<file path="config.mk">
export PLATFORM = sky130hd
export DESIGN_NAME = rx_crypt_segment
export DESIGN_NICKNAME = d
export VERILOG_FILES = /design/src/rtl/rx_seg_pkg.sv /design/src/rtl/rx_seg_stage.sv /design/src/rtl/rx_seg_store.sv /design/src/rtl/rx_crypt_segment.sv
export SDC_FILE = /design/constraint.sdc
export NUM_CORES = 2
export LEC_CHECK = 0
export BUFFER_PORTS_ARGS = -buffer_cell sky130_fd_sc_hd__buf_4
export CAP_MARGIN = 0
export CORE_MARGIN = 2
export CORE_UTILIZATION = 61
export CTS_BUF_LIST = sky130_fd_sc_hd__clkbuf_8
export DETAILED_ROUTE_END_ITERATION = 7
export GPL_TIMING_DRIVEN = 0
export PLACE_DENSITY_LB_ADDON = 0.1
export SETUP_SLACK_MARGIN = 0.3
export SLEW_MARGIN = 0
export SYNTH_ARGS = -nofsm -noshare
export SYNTH_HDL_FRONTEND = slang
export SYNTH_SLANG_ARGS = --single-unit
</file>
<file path="constraint.sdc">
create_clock -name clk_i -period 3.95 [get_ports clk_i]
set_clock_uncertainty 0.1 [all_clocks]
set_input_delay 0.395 -clock clk_i [delete_from_list [all_inputs] [get_ports clk_i]]
set_output_delay 0.395 -clock clk_i [all_outputs]
set_load 0.01 [all_outputs]
</file>
<file path="src/rtl/rx_seg_pkg.sv">
package rx_seg_pkg;
  typedef enum logic [1:0] {
    STG_KEY  = 2'd0,
    STG_DATA = 2'd1,
    STG_READ = 2'd2
  } stage_e;
endpackage

</file>
<file path="src/rtl/rx_seg_stage.sv">
module rx_seg_stage
  import rx_seg_pkg::*;
#(
  parameter int ADDR_W = 8,
  parameter int LAST   = 231
) (
  input  logic              clk_i,
  input  logic              rst_ni,
  input  logic              clr_i,
  input  logic              wr_ok_i,
  input  logic [ADDR_W-1:0] addr_i,
  output stage_e            stage_o
);
  stage_e stage_q, stage_d;
  logic   last_hit;

  assign last_hit = wr_ok_i && (addr_i == ADDR_W'(LAST));

  always_comb begin
    stage_d = stage_q;
    if (clr_i) stage_d = STG_KEY;
    else if (last_hit) begin
      case (stage_q)
        STG_KEY:  stage_d = STG_DATA;
        STG_DATA: stage_d = STG_READ;
        default:  stage_d = stage_q;
      endcase
    end
  end

  always_ff @(posedge clk_i or negedge rst_ni)
    if (!rst_ni) stage_q <= STG_KEY;
    else         stage_q <= stage_d;

  assign stage_o = stage_q;

  assert_stage_legal_R2: assert property (@(posedge clk_i) disable iff (!rst_ni)
    stage_q inside {STG_KEY, STG_DATA, STG_READ});

  assert_advance_on_last_R2: assert property (@(posedge clk_i) disable iff (!rst_ni)
    (stage_q != $past(stage_q)) && !$past(clr_i) |-> $past(wr_ok_i) && ($past(addr_i) == ADDR_W'(LAST)));

  assert_read_sticky_R5: assert property (@(posedge clk_i) disable iff (!rst_ni)
    ($past(stage_q) == STG_READ) && !$past(clr_i) |-> stage_q == STG_READ);

  assert_clear_to_key_R7: assert property (@(posedge clk_i) disable iff (!rst_ni)
    clr_i |=> stage_q == STG_KEY);
endmodule

</file>
<file path="src/rtl/rx_seg_store.sv">
module rx_seg_store #(
  parameter int DEPTH  = 232,
  parameter int ADDR_W = 8
) (
  input  logic              clk_i,
  input  logic              rst_ni,
  input  logic              clr_i,
  input  logic              we_i,
  input  logic              xor_i,
  input  logic              rd_i,
  input  logic [ADDR_W-1:0] addr_i,
  input  logic [7:0]        wdata_i,
  output logic [7:0]        rdata_o
);
  logic [7:0] mem_q [DEPTH];

  // whole-array wipe in one cycle so the restart is atomic
  always_ff @(posedge clk_i or negedge rst_ni) begin
    if (!rst_ni) begin
      for (int i = 0; i < DEPTH; i++) mem_q[i] <= 8'h00;
    end else if (clr_i) begin
      for (int i = 0; i < DEPTH; i++) mem_q[i] <= 8'h00;
    end else if (we_i) begin
      mem_q[addr_i] <= xor_i ? (mem_q[addr_i] ^ wdata_i) : wdata_i;
    end
  end

  always_ff @(posedge clk_i or negedge rst_ni)
    if (!rst_ni)   rdata_o <= 8'h00;
    else if (rd_i) rdata_o <= mem_q[addr_i];
    else           rdata_o <= 8'h00;

  assert_wipe_R7: assert property (@(posedge clk_i) disable iff (!rst_ni)
    clr_i |=> (mem_q[0] == 8'h00) && (mem_q[DEPTH-1] == 8'h00));

  assert_idle_zero_R9: assert property (@(posedge clk_i) disable iff (!rst_ni)
    !rd_i |=> rdata_o == 8'h00);
endmodule

</file>
<file path="src/rtl/rx_crypt_segment.sv">
module rx_crypt_segment
  import rx_seg_pkg::*;
#(
  parameter int SEG_BYTES = 232,
  parameter int MODEL_W   = 4,
  parameter int RX_MODEL  = 4,
  localparam int ADDR_W   = $clog2(SEG_BYTES)
) (
  input  logic               clk_i,
  input  logic               rst_ni,
  input  logic [MODEL_W-1:0] model_i,
  input  logic               model_wr_i,
  input  logic               wr_en_i,
  input  logic               rd_en_i,
  input  logic [ADDR_W-1:0]  addr_i,
  input  logic [7:0]         wdata_i,
  output logic [7:0]         rdata_o,
  output logic [1:0]         stage_o
);
  localparam int LAST = SEG_BYTES - 1;

  stage_e stage;
  logic   model_ok, in_range, wr_ok, rd_ok;

  assign model_ok = (model_i == MODEL_W'(RX_MODEL));
  assign in_range = ({1'b0, addr_i} < (ADDR_W+1)'(SEG_BYTES));
  assign wr_ok    = wr_en_i && model_ok && in_range && !model_wr_i && (stage != STG_READ);
  assign rd_ok    = rd_en_i && model_ok && in_range && (stage == STG_READ);

  rx_seg_stage #(.ADDR_W(ADDR_W), .LAST(LAST)) u_stage (
    .clk_i   (clk_i),
    .rst_ni  (rst_ni),
    .clr_i   (model_wr_i),
    .wr_ok_i (wr_ok),
    .addr_i  (addr_i),
    .stage_o (stage)
  );

  rx_seg_store #(.DEPTH(SEG_BYTES), .ADDR_W(ADDR_W)) u_store (
    .clk_i   (clk_i),
    .rst_ni  (rst_ni),
    .clr_i   (model_wr_i),
    .we_i    (wr_ok),
    .xor_i   (stage == STG_DATA),
    .rd_i    (rd_ok),
    .addr_i  (addr_i),
    .wdata_i (wdata_i),
    .rdata_o (rdata_o)
  );

  assign stage_o = stage;

  assert_no_leak_R5: assert property (@(posedge clk_i) disable iff (!rst_ni)
    (rdata_o != 8'h00) |-> ($past(stage_o) == 2'd2) && $past(rd_en_i));

  assert_model_gate_R8: assert property (@(posedge clk_i) disable iff (!rst_ni)
    !model_ok && !model_wr_i |=> $stable(stage_o));

  assert_range_gate_R6: assert property (@(posedge clk_i) disable iff (!rst_ni)
    rd_en_i && !in_range |=> rdata_o == 8'h00);
endmodule

</file>
# --- Word level (Yosys, flattened, before mapping) ---
# Index checks and enable logic that the tools add are counted.
totals:
  regBits: 1866
op_classes:
  magnitude_cmp: 3
  n_eq_ne: 5
  n_mux: 13
  bitwise_logic: 2
  reduce_logical: 15
op_table:
  columns: ["cell", "n"]
  rows:
  - ["two-way mux 1856 bit", 2]
  - ["bitwise mux 1856 bit", 1]
  - ["binary-select mux 8 bit (select 8 bit)", 1]
  - ["demux 8 bit (select 8 bit)", 1]
  - ["two-way mux 8 bit", 5]
  - ["greater-or-equal comparator 9 bit (second input constant)", 1]
  - ["logical AND 1 bit", 9]
  - ["less-than comparator 9 x 1 -> 1 bit (second input constant)", 1]
  - ["inverter 8 -> 9 bit", 1]
  - ["== test 8 bit (second input constant)", 1]
  - ["less-than comparator 8 bit (second input constant)", 1]
  - ["bitwise XOR 8 bit", 1]
  - ["== test 4 x 3 -> 1 bit (second input constant)", 1]
  - ["two-way mux 2 bit", 2]
  - ["one-hot mux 2 bit (2 select lines)", 1]
  - ["nonzero test 2 bit", 2]
  - ["nonzero test 3 bit", 1]
  - ["== test 2 x 1 -> 1 bit (second input constant)", 1]
  - ["== test 2 bit (second input constant)", 1]
  - ["logical NOT 2 bit", 1]
  - ["inequality test 2 bit (second input constant)", 1]
  - ["AND reduction 2 bit", 1]
  - ["logical NOT 1 bit", 1]

# --- Depth between registers and ports, before layout ---
depth:
  word_depth: 9
  depth_mapped: 17

# --- Cells and area by module ---
# A second synthesis with hierarchy kept.
unflattened:
  cells_unflattened: 14537
  area_unflattened_um2: 114971.5
by_module_without_submodules:
  columns: ["module", "instances", "cells_per_inst", "area_per_inst_um2", "seq_area_each_um2"]
  rows:
  - ["rx_seg_store", 1, 14517, 114770.1, 46644.7]
  - ["rx_seg_stage", 1, 12, 132.6, 50.0]
  - ["rx_crypt_segment", 1, 8, 68.8, 0.0]

# --- Worst setup path before layout ---
# Ideal clock, no wire load.
synth_timing:
  path_kind: "in2reg"
  from: "input port addr_i[0]"
  to: "register u_store.mem_q[209] (netlist bit)"
  arrival_time_ps: 3093
  t_required_ps: 3756
  setup_slack_ps: 663
  stages: 13
  path_buffers: 7
  cell_sequence: "buf_6 -> buf_6 -> buf_6 -> buf_6 -> buf_6 -> mux4_2 -> a221oi_1 -> o22ai_1 -> o311a_1 -> xnor2_4 -> buf_4 -> buf_4 -> a211oi_1"
synth_via:
  elab_chain_len: 9
  word_cells_on_any_way: 19
  cone_classes: "order compare: 3; mux: 9; bitwise: 2; reduce/logical: 5"
synth_rtl:
  columns: ["element", "line_no", "text"]
  rows:
  - ["start, declared", "rx_crypt_segment.sv:15", "input logic [ADDR_W-1:0] addr_i,"]
  - ["inverter 8 -> 9 bit", "rx_seg_store.sv:24", "mem_q[addr_i] <= xor_i ? (mem_q[addr_i] ^ wdata_i) : wdata_i;"]
  - ["binary-select mux 8 bit (select 8 bit)", "rx_seg_store.sv:24", null]
  - ["two-way mux 8 bit (implied by the code) (2 in a row)", "rx_seg_store.sv:24", null]
  - ["bitwise XOR 8 bit", "rx_seg_store.sv:24", null]
  - ["two-way mux 8 bit", "rx_seg_store.sv:24", null]
  - ["bitwise mux 1856 bit", "rx_seg_store.sv:24", null]
  - ["two-way mux 1856 bit", "rx_seg_store.sv:23", "end else if (we_i) begin"]
  - ["two-way mux 1856 bit", "rx_seg_store.sv:21", "end else if (clr_i) begin"]
  - ["end signal, assigned by index", "rx_seg_store.sv:24", null]
  - ["end, declared", "rx_seg_store.sv:15", "logic [7:0] mem_q [DEPTH];"]
# Several ways; a longest one is shown, not always the timed one. The select of a mux whose other input is x is not followed.
# A chain may end at the register's enable or synchronous reset.

# --- Worst setup path after layout ---
layout_timing:
  from: "register u_stage.stage_q[0] (netlist: u_stage.stage_o[0])"
  to: "register u_store.mem_q[647] (netlist bit)"
layout_via:
  elab_chain_len: 5
  word_cells_on_any_way: 8
  cone_classes: "eq/ne: 2; mux: 4; reduce/logical: 2"
layout_rtl:
  columns: ["element", "line_no", "text"]
  rows:
  - ["start, declared", "rx_seg_stage.sv:14", "stage_e stage_q, stage_d;"]
  - ["start signal, assigned", "rx_seg_stage.sv:33", "else stage_q <= stage_d;"]
  - ["== test 2 x 1 -> 1 bit", "rx_crypt_segment.sv:44", ".xor_i (stage == STG_DATA),"]
  - ["two-way mux 8 bit", "rx_seg_store.sv:24", null]
  - ["bitwise mux 1856 bit", "rx_seg_store.sv:24", null]
  - ["two-way mux 1856 bit", "rx_seg_store.sv:23", null]
  - ["two-way mux 1856 bit", "rx_seg_store.sv:21", null]
# Several ways; a longest one is shown, not always the timed one. The select of a mux whose other input is x is not followed.

==> results_dict.tcl <==
set metrics [dict create \
    antenna_found_initial 37 \
    fin_util_pct 71.9 \
    ios 35 \
    rsz0062_at_grt "yes" \
    clk_latency_ns 1.08 \
    drv_cap 2 \
    clk_pin_slew_ns 0.07 \
    setup_viol 0 \
    period_share_pct 98.5 \
    ir_drop_uv 305 \
    hold_viol_final 0 \
    grt_pass1_vias 75600 \
    wl_per_cell_um 40.5 \
    netlist_area_um2 88700 \
    start_util_pct 61.6 \
    dr.pass1.iters 8 \
    hold_ws_ns 0.0588 \
    synth-edff-count 0 \
    cts_buffer_depth 4 \
    hpwl_mm 287 \
    vias_per_cell 7.59 \
    maxSlewViolCount 19 \
    grt-ovfl-total 0 \
    portBuffers 29 \
    cp-start-kind "flop" \
    gp_congestion 1.12 \
    grt_start_max_net_pins 187 \
    vias 80800 \
    ant_nets 0 \
    placed_cells 9909 \
    cts_buffers 332 \
    drt_iter0_drc 14300 \
    leakage_nw 41.5 \
    fin_nets 8516 \
    fp-row-count 139 \
    cp_slowest_cell "nor2_1" \
    cts-htree-levels 5 \
    synth_cell_types 68 \
    fmax_mhz 257 \
    min_period_ns 3.89 \
    status "finished with violations" \
    violations "design-rule violations, max-capacitance violations, max-slew violations" \
    criticalPathCategory "flop to flop" \
    fin_total_pwr_mw 41.6 \
    path_cells "nand2b_1, o2111ai_4, nor3b_4, nand2_1, clkbuf_1, nor2_1, a211oi_1" \
    syn_to_final_growth_pct 16.6 \
    worst-path-max-fanout 10 \
    synth_top_area_share_pct 52.6 \
    synth_largest_area_cell "dfrtp_1" \
    synth.most_common_cell "nor2_1" \
    grt_pass1_wl_mm 589 \
    drive_above_1_share_pct 22.4 \
    syn-num-nets 7983 \
    cellPowerDensity_nw_per_um2 402 \
    die_h_um 385 \
    async_reset_ff_share_pct 100 \
    synthFlopType "dfrtp_1" \
    synth_commonest_cells "nor2_1, dfrtp_1, a211oi_1" \
    synth_area_leaders "dfrtp_1, a211oi_1, nor2_1, mux4_2, mux2i_1" \
    core_area_um2 144000 \
    hold_path.class "input port to flop" \
    cts_tree "yes" \
    ys_seq_area_share_pct 52.6 \
    drc 2 \
    chipWidth_um 385 \
    drt_wl_total_mm 432 \
    cts_root_buffer "clkbuf_8" \
    final_cells 10700 \
    required_ns 4.71 \
    tightest_slew_ns 1.72 \
    arrival_ns 4.65 \
    clock-sinks 1866 \
    netlist_instances 7958 \
    synth_seq_cells 1866 \
    die-area_um2 149000 \
    grt_use_total_pct 57.7 \
    cp-end-kind "flop" \
    ys.warnings.count 0 \
    avgSynthCellArea_um2 11.2 \
    slew_headroom_pct -14.6 \
    cpPeakStageDelay_ns 0.72 \
]
-- area by class of cell --
cell class	instances	area (µm²)
Timing Repair Buffer	200	2180
Inverter	10	41.3
Buffer	798	6480
Sequential cell	1866	46700
Clock buffer	418	5750
Fill cell	10400	40500
Clock inverter	137	647
Multi-Input combinational cell	5283	39200
Tap cell	1903	2380
Antenna cell	37	92.6
-- layer usage --
layer	up-vias	routed length, µm	track usage (%)
met5	-	1110	3.31
met4	32	44900	47.0
met3	2262	80300	36.8
met2	7934	163000	71.4
met1	39900	142000	69.3
li1	30700	-	-
-- flip-flops by register name (all words and copies together), names as in the netlist --
name	count
u_store.mem_q	1856
u_store.rdata_o	8
u_stage.stage_o	2
-- path summary, 6_finish.rpt --
check / end / cells after the start / from / slack (ns)
setup / recovery: u_store.mem_q[647] / 7 / u_stage.stage_o[0] / 0.06
hold / removal: u_store.mem_q[33] / 3 / model_wr_i / 0.06
setup reg to reg: u_store.mem_q[647] / 7 / u_stage.stage_o[0] / 0.06
hold reg to reg: u_store.mem_q[1659] / 2 / u_store.mem_q[1659] / 0.46
max in group asynchronous: u_store.mem_q[973] / 6 / rst_ni / 0.56
min in group asynchronous: u_store.mem_q[80] / 3 / rst_ni / 0.42
-- power breakdown --
part | leakage, nW | internal (mW) | switching, mW
combinational | 11.7 | 1.03 | 3.28
clock | 3.71 | 9.63 | 8.50
sequential | 26.1 | 19.1 | 0.00202
total | 41.5 | 29.8 | 11.8
-- timing repair --
| item | CTS | global route |
|---|---|---|
| hold buffers | 3 | 0 |
| gates resized for setup | 548 | 398 |
| pin swaps | 24 | 29 |
| cloned | 0 | 1 |
| buffers inserted | 43 | 105 |
| setup endpoints to repair | 1865 | 1912 |
| hold endpoints to repair | 277 | 0 |
-- placed cells by master, fill, tap and decap left out, types with 9 or more instances in the layout --
master,n
o22ai_1,33
clkinv_2,21
o21ai_0,19
nand3_1,55
nand2b_1,12
a22o_1,32
clkbuf_8,421
nor2_1,2086
clkbuf_4,31
a21oi_1,23
a211oi_2,192
buf_8,31
nor2_2,106
buf_16,56
diode_2,37
mux4_2,335
buf_6,78
a22oi_1,128
clkbuf_2,57
a22oi_2,12
buf_2,118
buf_4,244
a221oi_1,23
dfrtp_1,1866
buf_12,82
mux2i_2,13
a221oi_2,9
mux2i_1,263
nand2_1,50
clkbuf_1,291
a211oi_1,1671
a31oi_1,12
nor2b_1,11
inv_1,115
-- metrics by stage --
stage	instance area [µm²]	setup slack [ns]	setup TNS, ns
after CTS	101000	0.190	0
final	103000	0.0607	0
after detailed placement	91800	-3.97	-5396.76
after global placement	91300	-20.58	-
after global routing	103000	0.215	0
after floorplan	88700	0.663	0
-- critical path: cells and delay by family (launching register included) --
kind | cells | cell delay [ns]
flip-flops | 1 | 0.60
buffers and inverters | 1 | 0.43
AND/OR/NAND/NOR | 4 | 2.16
AO/OA/AOI/OAI | 2 | 0.43
-- cells by family after synthesis --
group / count (synthesis) / synth area share (%)
flip-flops: 1866 / 52.6
XOR/XNOR: 9 / 0.195
multiplexers: 623 / 11.8
AO/OA/AOI/OAI: 2227 / 19.6
buffers and inverters: 809 / 5.04
AND/OR/NAND/NOR: 2424 / 10.7
Note: power is estimated with default switching activity, not from simulation.
